===== src/rtl/flow_pkg.sv =====
package flow_pkg;
  localparam int DW = 16;
  localparam logic [3:0] GRP_FLOW = 4'b1100;
  localparam logic [3:0] GRP_STK  = 4'b1101;
  localparam logic [6:0] SP_DST   = 7'b001_1101;

  typedef struct packed {
    logic       popraw;
    logic       pushes;
    logic       is_jump;
    logic       is_ret;
    logic       is_djnz;
    logic       is_call;
    logic       bad;
    logic       cond;
    logic       lc_sel;
    logic       absolute;
    logic       int_ret;
    logic [7:0] imm;
  } dec_t;

  function automatic logic cond_met(input logic [2:0] cc, input logic c, z, e, s);
    case (cc)
      3'b000:  return 1'b1;
      3'b010:  return c;
      3'b110:  return ~c;
      3'b001:  return z;
      3'b101:  return ~z;
      3'b100:  return s;
      3'b011:  return e;
      default: return ~e;
    endcase
  endfunction

  function automatic logic [DW-1:0] sext8(input logic [7:0] b);
    return {{(DW-8){b[7]}}, b};
  endfunction

  function automatic logic [DW-1:0] step_ip(input logic [DW-1:0] a);
    return a + DW'(1);
  endfunction
endpackage


===== src/rtl/flow_decode.sv =====
module flow_decode
  import flow_pkg::*;
(
  input  logic [DW-1:0] instr,
  input  logic          fc,
  input  logic          fz,
  input  logic          fe,
  input  logic          fs,
  output dec_t          dec
);
  logic       f;
  logic [2:0] cc;
  logic [3:0] grp;
  logic [7:0] lo;
  logic       e_code;

  always_comb begin
    f      = instr[15];
    cc     = instr[14:12];
    grp    = instr[11:8];
    lo     = instr[7:0];
    e_code = (cc[1:0] == 2'b11);

    dec.popraw   = f && (lo[6:0] == 7'h0D);
    dec.is_ret   = dec.popraw && (grp == GRP_FLOW) && !e_code;
    dec.is_jump  = (grp == GRP_FLOW) && !dec.is_ret && !(f && e_code);
    dec.is_djnz  = (grp == GRP_STK) && (cc[2:1] == 2'b10);
    dec.is_call  = (grp == GRP_STK) && (cc == 3'b011);
    dec.pushes   = (grp == GRP_STK) && ((cc == 3'b000) || (cc == 3'b011));
    dec.bad      = dec.popraw && (dec.pushes || (instr[14:8] == SP_DST));
    dec.cond     = cond_met(cc, fc, fz, fe, fs);
    dec.lc_sel   = instr[12];
    dec.absolute = f;
    dec.int_ret  = lo[7];
    dec.imm      = lo;
  end
endmodule


===== src/rtl/flow_retstack.sv =====
module flow_retstack #(
  parameter int DEPTH = 8,
  parameter int W     = 16,
  localparam int SPW  = $clog2(DEPTH)
) (
  input  logic           clk,
  input  logic           rst_n,
  input  logic           push,
  input  logic           pop,
  input  logic [W-1:0]   wdata,
  output logic [SPW-1:0] sp,
  output logic [W-1:0]   top
);
  logic [W-1:0]   mem [DEPTH];
  logic [SPW-1:0] sp_up;

  assign sp_up = sp + SPW'(1);
  assign top   = mem[sp];

  always_ff @(posedge clk) begin
    if (!rst_n) begin
      sp <= '0;
      for (int i = 0; i < DEPTH; i++) mem[i] <= '0;
    end else if (push) begin
      mem[sp_up] <= wdata;
      sp         <= sp_up;
    end else if (pop) begin
      sp <= sp - SPW'(1);
    end
  end

  assert_push_ptr_R7: assert property (@(posedge clk) disable iff (!rst_n)
    push |=> sp == SPW'($past(sp) + SPW'(1)));
  assert_push_data_R7: assert property (@(posedge clk) disable iff (!rst_n)
    push |=> top == $past(wdata));
  assert_pop_ptr_R9: assert property (@(posedge clk) disable iff (!rst_n)
    (pop && !push) |=> sp == SPW'($past(sp) - SPW'(1)));
  assert_idle_ptr_R11: assert property (@(posedge clk) disable iff (!rst_n)
    (!pop && !push) |=> $stable(sp));
endmodule


===== src/rtl/flow_nextip.sv =====
module flow_nextip
  import flow_pkg::*;
(
  input  logic          absolute,
  input  logic          popsrc,
  input  logic [7:0]    imm,
  input  logic          lc_sel,
  input  logic          is_jump,
  input  logic          is_ret,
  input  logic          is_djnz,
  input  logic          is_call,
  input  logic          cond,
  input  logic          bad,
  input  logic [DW-1:0] ip,
  input  logic [DW-1:0] src_val,
  input  logic [DW-1:0] top,
  input  logic [DW-1:0] lc0,
  input  logic [DW-1:0] lc1,
  output logic [DW-1:0] next_ip,
  output logic [DW-1:0] push_data,
  output logic [DW-1:0] lc_next
);
  logic [DW-1:0] operand;
  logic [DW-1:0] target;
  logic          taken;

  always_comb begin
    operand = absolute ? (popsrc ? top : src_val) : sext8(imm);
    target  = absolute ? operand : ip + sext8(imm);
    lc_next = (lc_sel ? lc1 : lc0) - DW'(1);
    taken   = !bad && (((is_jump || is_ret) && cond)
                       || (is_djnz && (lc_next != '0))
                       || is_call);
    if (!taken)      next_ip = step_ip(ip);
    else if (is_ret) next_ip = top;
    else             next_ip = target;
    push_data = is_call ? step_ip(ip) : operand;
  end
endmodule


===== src/rtl/flow_ctl_unit.sv =====
module flow_ctl_unit
  import flow_pkg::*;
#(
  parameter int DEPTH = 8
) (
  input  logic                     clk,
  input  logic                     rst_n,
  input  logic [15:0]              instr,
  input  logic [15:0]              ip,
  input  logic [15:0]              src_val,
  input  logic                     flag_c,
  input  logic                     flag_z,
  input  logic                     flag_e,
  input  logic                     flag_s,
  input  logic [15:0]              lc0,
  input  logic [15:0]              lc1,
  output logic [15:0]              next_ip,
  output logic [1:0]               lc_we,
  output logic [15:0]              lc_next,
  output logic                     ins_clr,
  output logic                     bad_instr,
  output logic [$clog2(DEPTH)-1:0] stk_ptr,
  output logic [15:0]              stk_top
);
  dec_t          d;
  logic          push_act;
  logic          pop_act;
  logic [DW-1:0] push_data;

  flow_decode u_dec (
    .instr (instr),
    .fc    (flag_c),
    .fz    (flag_z),
    .fe    (flag_e),
    .fs    (flag_s),
    .dec   (d)
  );

  // Events brought out for the checks below
  assign push_act  = d.pushes & ~d.bad;
  assign pop_act   = d.popraw & ~d.bad & ~(d.is_ret & ~d.cond);
  assign lc_we[0]  = d.is_djnz & ~d.bad & ~d.lc_sel;
  assign lc_we[1]  = d.is_djnz & ~d.bad &  d.lc_sel;
  assign ins_clr   = pop_act & d.int_ret;
  assign bad_instr = d.bad;

  flow_nextip u_nip (
    .absolute  (d.absolute),
    .popsrc    (d.popraw),
    .imm       (d.imm),
    .lc_sel    (d.lc_sel),
    .is_jump   (d.is_jump),
    .is_ret    (d.is_ret),
    .is_djnz   (d.is_djnz),
    .is_call   (d.is_call),
    .cond      (d.cond),
    .bad       (d.bad),
    .ip        (ip),
    .src_val   (src_val),
    .top       (stk_top),
    .lc0       (lc0),
    .lc1       (lc1),
    .next_ip   (next_ip),
    .push_data (push_data),
    .lc_next   (lc_next)
  );

  flow_retstack #(.DEPTH(DEPTH), .W(DW)) u_stk (
    .clk   (clk),
    .rst_n (rst_n),
    .push  (push_act),
    .pop   (pop_act),
    .wdata (push_data),
    .sp    (stk_ptr),
    .top   (stk_top)
  );

  assert_bad_quiet_R8: assert property (@(posedge clk) disable iff (!rst_n)
    bad_instr |-> (!push_act && !pop_act && lc_we == 2'b00));
  assert_bad_ptr_R8: assert property (@(posedge clk) disable iff (!rst_n)
    bad_instr |=> $stable(stk_ptr));
  assert_insclr_pop_R6: assert property (@(posedge clk) disable iff (!rst_n)
    ins_clr |-> pop_act);
  assert_ret_hold_R5: assert property (@(posedge clk) disable iff (!rst_n)
    (d.is_ret && !d.cond) |=> $stable(stk_ptr));
  assert_one_counter_R3: assert property (@(posedge clk) disable iff (!rst_n)
    $onehot0(lc_we));
endmodule


===== config.mk =====
export PLATFORM = sky130hd
export DESIGN_NAME = flow_ctl_unit
export DESIGN_NICKNAME = d
export VERILOG_FILES = /design/src/rtl/flow_pkg.sv /design/src/rtl/flow_decode.sv /design/src/rtl/flow_retstack.sv /design/src/rtl/flow_nextip.sv /design/src/rtl/flow_ctl_unit.sv
export SDC_FILE = /design/constraint.sdc
export NUM_CORES = 1
export LEC_CHECK = 0
export ABC_CLOCK_PERIOD_IN_PS = 6400
export CAP_MARGIN = 20
export CORE_ASPECT_RATIO = 0.8
export CORE_MARGIN = 2
export CORE_UTILIZATION = 54
export DETAILED_ROUTE_END_ITERATION = 16
export GPL_ROUTABILITY_DRIVEN = 0
export HOLD_SLACK_MARGIN = 0.08
export PLACE_DENSITY = 0.81
export SYNTH_ARGS = -nofsm -noshare
export SYNTH_HDL_FRONTEND = slang
export SYNTH_SLANG_ARGS = --single-unit

===== constraint.sdc =====
create_clock -name clk -period 6.4 [get_ports clk]
set_input_delay 0.96 -clock clk [delete_from_list [all_inputs] [get_ports clk]]
set_output_delay 0.96 -clock clk [all_outputs]
set_load 0.01 [all_outputs]

# --- Word-level counts from Yosys, hierarchy flattened ---
# Memory sizes are Yosys's and may differ from the RTL's. A register that Yosys moved wholly into a read port is not among the register bits.
# Index checks and enable logic that the tools add are counted.
classes:
  addsub: 5
  n_mul: 0
  div_mod_pow: 0
  magnitude_cmp: 0
  n_eq_ne: 12
  shift: 0
  mux: 19
  bitwise_logic: 15
  reduce_logical: 26
ops:
  columns: ["op", "n"]
  rows:
  - ["2-to-1 mux 16 bit", 8]
  - ["adder 16 x 1 -> 16 bit, second input constant", 1]
  - ["adder 16 bit", 1]
  - ["nonzero test 16 bit", 1]
  - ["OR reduction 16 bit", 1]
  - ["subtractor 16 x 1 -> 16 bit, second input constant", 1]
  - ["2-to-1 mux 3 bit", 5]
  - ["logical AND 1 bit", 13]
  - ["== test 3 bit, second input constant", 3]
  - ["bitwise AND 1 bit", 8]
  - ["== test 4 bit, second input constant", 2]
  - ["== test 7 x 4 -> 1 bit, second input constant", 1]
  - ["== test 7 x 5 -> 1 bit, second input constant", 1]
  - ["inverter 1 bit", 7]
  - ["case mux 1 bit (7 select lines)", 1]
  - ["== test 3 x 2 -> 1 bit, second input constant", 2]
  - ["logical OR 1 bit", 5]
  - ["2-to-1 mux 1 bit", 5]
  - ["== test 2 bit, second input constant", 2]
  - ["zero test 1 bit", 4]
  - ["adder 3 x 1 -> 3 bit, second input constant", 1]
  - ["== test 3 x 1 -> 1 bit, second input constant", 1]
  - ["zero test 3 bit", 1]
  - ["subtractor 3 x 1 -> 3 bit, second input constant", 1]
  - ["nonzero test 2 bit", 1]
word_totals:
  register_bits: 3
  latch_bits: 0
  mem_bits_rw: 128
  romBits: 0
  wordCells: 79
  n_memories: 1
mem_list:
  columns: ["memory", "depth", "word_bits", "read_ports", "rd_clocked_by_memory_dff", "write_ports", "line", "text"]
  rows:
  - ["u_stk.mem", 8, 16, 1, 1, 8, "flow_retstack.sv:14", "logic [W-1:0] mem [DEPTH];"]

# --- Longest topological paths before layout ---
depth:
  word_depth: 13
  ltp_mapped: 16
  mapped_depth_nobuf: 11

# --- Hierarchy ---
# A second synthesis with hierarchy kept.
hier_totals:
  hier_cells: 820
  area_unflattened_um2: 9313.9
modules_own_cells:
  columns: ["module", "instances", "cells_each", "area_each_um2"]
  rows:
  - ["flow_retstack", 1, 373, 6182.2]
  - ["flow_nextip", 1, 405, 2772.7]
  - ["flow_decode", 1, 36, 299.0]
  - ["flow_ctl_unit", 1, 6, 60.1]

# --- Least setup slack after synthesis ---
# No wires, ideal clock.
synth_timing:
  path_type: "input to output"
  startpoint: "input port instr[12]"
  endpoint: "output port next_ip[14]"
  arrival_ns: 4.918
  required_ns: 5.440
  setup_slack_ns: 0.522
  stages: 16
  path_cell_list: "buf_4 -> buf_2 -> buf_2 -> buf_2 -> buf_1 -> mux2i_1 -> ha_1 -> or4b_4 -> nand2_2 -> xnor2_1 -> or4b_1 -> nor3_2 -> nand4b_1 -> o2bb2ai_2 -> buf_6 -> mux2_4"
synth_rtl:
  columns: ["item", "line", "text"]
  rows:
  - ["start, declared", "flow_ctl_unit.sv:8", "input logic [15:0] instr,"]
  - ["2-to-1 mux 16 bit", "flow_nextip.sv:30", "lc_next = (lc_sel ? lc1 : lc0) - DW'(1);"]
  - ["subtractor 16 x 1 -> 16 bit", "flow_nextip.sv:30", null]
  - ["named net lc_next[0]", "flow_ctl_unit.sv:19", "output logic [15:0] lc_next,"]
  - ["nonzero test 16 bit", "flow_nextip.sv:32", "|| (is_djnz && (lc_next != '0))"]
  - ["logical AND 1 bit", "flow_nextip.sv:32", null]
  - ["logical OR 1 bit", "flow_nextip.sv:32", null]
  - ["logical OR 1 bit", "flow_nextip.sv:33", "|| is_call);"]
  - ["logical AND 1 bit", "flow_nextip.sv:31", "taken = !bad && (((is_jump || is_ret) && cond)"]
  - ["2-to-1 mux 16 bit", "flow_nextip.sv:34", "if (!taken) next_ip = step_ip(ip);"]
  - ["end, declared", "flow_ctl_unit.sv:17", "output logic [15:0] next_ip,"]
# The timed path passes the listed nets, and every way through them passes these cells.

# --- Worst setup path in the final report ---
layout_timing:
  startpoint: "input port lc1[0]"
  endpoint: "output port next_ip[15]"
layout_between:
  elab_chain_cells: 8
layout_lines:
  columns: ["item", "line", "text"]
  rows:
  - ["start, declared", "flow_ctl_unit.sv:16", "input logic [15:0] lc1,"]
  - ["2-to-1 mux 16 bit", "flow_nextip.sv:30", null]
  - ["subtractor 16 x 1 -> 16 bit", "flow_nextip.sv:30", null]
  - ["nonzero test 16 bit", "flow_nextip.sv:32", null]
  - ["logical AND 1 bit", "flow_nextip.sv:32", null]
  - ["logical OR 1 bit", "flow_nextip.sv:32", null]
  - ["logical OR 1 bit", "flow_nextip.sv:33", null]
  - ["logical AND 1 bit", "flow_nextip.sv:31", null]
  - ["2-to-1 mux 16 bit", "flow_nextip.sv:34", null]
# Every way passes these cells.

==> flow_summary.json <==
{
  "die_h_um": 115.2,
  "nNetsFinal": 1001,
  "drv_slew": 0,
  "syn-mean-instance-area_um2": 11.00,
  "period_needed_ns": 5.708,
  "grt_pass1_wl_um": 35590,
  "grt_max_degree": 47,
  "rows": 40,
  "critical_path.startpoint_type": "primary input",
  "synth_seq_cells": 134,
  "synth_edf_count": 128,
  "wl_per_cell_um": 20.51,
  "initialDrtViolationCount": 641,
  "yosys_warnings": 0,
  "skew_ns": 0.006236,
  "diodes": 0,
  "ctsHtreeMaxLevel": 4,
  "rsz0062_at_grt": "no",
  "outcome": "complete, no violations",
  "synth_most_common_cell": "nor2_1",
  "crit_arrival_ns": 4.75,
  "hold_violations": 0,
  "antenna_found_initial": 0,
  "power.leakage_nw": 3.692,
  "setup_tns_ns": 0,
  "syn_nets": 865,
  "io_pins": 141,
  "cp_slowest_stage_delay_ns": 0.48,
  "whs_ns": 0.6462,
  "vias": 6809,
  "fillers": 1068,
  "cts_setup_buffers": 0,
  "path_clk_slew_ns": 0.06,
  "clk_latency_ns": 0.42,
  "relSlewSlack_pct": 28.41,
  "async_reset_ff_share_pct": 0,
  "synth_area_leaders": "edfxtp_1 46%, mux4_2 8.6%, nor2_1 7.9%, mux2i_1 4.4%, mux2_2 3.2%",
  "critPathKind": "primary input to output port",
  "routed_via_density": 6.096,
  "slowest_stage": "o2bb2ai_2",
  "areaGrowthSynthToFinish_pct": 26.06,
  "synth_top_flop_cell": "edfxtp_1",
  "ys_seq_area_share_pct": 47.53,
  "p_per_area_nw_per_um2": 216.2,
  "path_cells": "clkdlybuf4s50_1 > mux2i_1 > ha_1 > nor4bb_1 > o221ai_1 > nor4b_1 > o21bai_1 > a221oi_1 > nand4b_1 > o2bb2ai_2 > mux2_2 > clkdlybuf4s50_1",
  "min_path_type": "flop to flop",
  "critPathRequiredTime_ns": 5.44,
  "finalSetupViolCount": 0,
  "hold_depth": 2,
  "ant_nets": 0,
  "crit_path_end_kind": "output port",
  "multiInputGateArea_um2": 4167,
  "start_util_pct": 55.36,
  "critPathCapture": "next_ip[15]",
  "synthCells": 758,
  "overflow": 0,
  "yosys-top-cells-count": "176 x nor2_1, 128 x edfxtp_1, 38 x nand2_1",
  "regArea_um2": 3966,
  "stdcell_area_um2": 10510,
  "cap_violations": 0,
  "drc": 0,
  "tightest_slew_ns": 1.067,
  "cts_buffers": 17,
  "finalWirelength_um": 22920,
  "root_buffer": "clkbuf_16",
  "core_area_um2": 15060,
  "r2r_slack_ns": 2.83,
  "rr_endpoint": "u_stk.mem[0][5]",
  "tritoncts_num_sinks": 134,
  "cts_resized": 0,
  "startpoint": "lc1[0]",
  "placed_area_um2": 9953,
  "dr.pass1.iters": 6,
  "drive_gt1_share_pct": 13.01,
  "finalCritPeriodShare_pct": 89.19,
  "cp_max_fo": 16,
  "grt_pass1_vias": 6881,
  "cpMostUsedCell": "clkdlybuf4s50_1",
  "clockBufferDepth": 2,
  "hold_buffers": 0,
  "fmax_ghz": 0.1752,
  "cts_tree": "yes",
  "yosysUniqueCellTypes": 72,
  "grtUsageTotal_pct": 28.74,
  "io_buffers": 140,
  "synth_area_um2": 8339,
  "dieArea_um2": 16460,
  "dp.final_hpwl_um": 15890,
  "die_width_um": 142.9,
  "reg2reg_depth": 9,
  "synth_top_cell_by_area": "edfxtp_1",
  "yosysTopAreaCellShare_pct": 46.09,
  "ir_drop_uv": 212.9
}
## worst max-delay path: cells and delay by family
| family | cells | cell delay [ns] |
|---|---|---|
| AND/OR/NAND/NOR | 3 | 0.71 |
| AO/OA/AOI/OAI | 4 | 1.16 |
| multiplexers | 2 | 0.69 |
| buffers and inverters | 2 | 0.90 |
| adder cells (fa/ha/maj) | 1 | 0.31 |
## through the flow
step | util [%] | instances | power [mW] | worst slack [ns]
2_1_floorplan | - | 758 | 1.204 | 0.5220
3_3_place_gp | 66.07 | 1085 | 1.365 | 0.8401
3_5_place_dp | 66.07 | 1085 | 1.375 | 0.7367
4_1_cts | 69.78 | 1117 | 2.276 | 0.7150
5_1_grt | 69.78 | 1117 | 2.338 | 0.4299
6_report | 69.78 | 1117 | 2.272 | 0.6919
## flip-flops by register name (all words and copies together), names as in the netlist, named ones only
register,flops
u_stk.mem,128
u_stk.sp,3
## power breakdown
group	switching [mW]	internal (mW)	leakage, nW
Sequential	0.0105	0.986	1.37
Clock	0.400	0.510	0.264
Combinational	0.190	0.176	2.06
## placed cells by master, fill, tap and decap left out, drive strengths merged, types with 20 or more instances in the layout
master           n
ha              20
nand2           39
mux2            25
a21oi           35
xnor2           24
edfxtp         128
mux2i           37
nor2           176
clkdlybuf4s50  139
inv             21
mux4            32
## per-layer routing
layer / global-route usage [%] / share of wire, % / vias up
met4: 9.769 / 2.4 / 0
met3: 6.622 / 8.9 / 46
met2: 48.68 / 48 / 379
li1: - / - / 3097
met1: 36.82 / 40 / 3287
met5: 0 / 0 / -
## worst min path at each step
stage | end | from | slack, ns
2_1_floorplan | flop | u_stk.sp[2] | 0.63
3_3_place_gp | flop | u_stk.sp[2] | 0.63
3_5_place_dp | flop | u_stk.sp[2] | 0.64
4_1_cts | flop | u_stk.sp[2] | 0.66
5_1_grt | u_stk.sp[2] | u_stk.sp[2] | 0.72
6_report | flop | u_stk.sp[2] | 0.65
## cell families after synthesis
group | after synthesis | synth area share (%)
AO/OA/AOI/OAI | 112 | 8.882
multiplexers | 94 | 16.50
flip-flops | 134 | 47.53
adder cells (fa/ha/maj) | 21 | 3.241
AND/OR/NAND/NOR | 307 | 17.13
XOR/XNOR | 39 | 4.096
buffers and inverters | 51 | 2.611
## area by class of cell
class / count / area share (%)
Multi-Input combinational cell: 573 / 39.63
Sequential cell: 134 / 37.73
Timing Repair Buffer: 155 / 14.35
Clock buffer: 17 / 4.047
Tap cell: 210 / 2.499
Clock inverter: 15 / 1.274
Inverter: 13 / 0.4642
No activity file was read; power rests on OpenSTA's default activity.
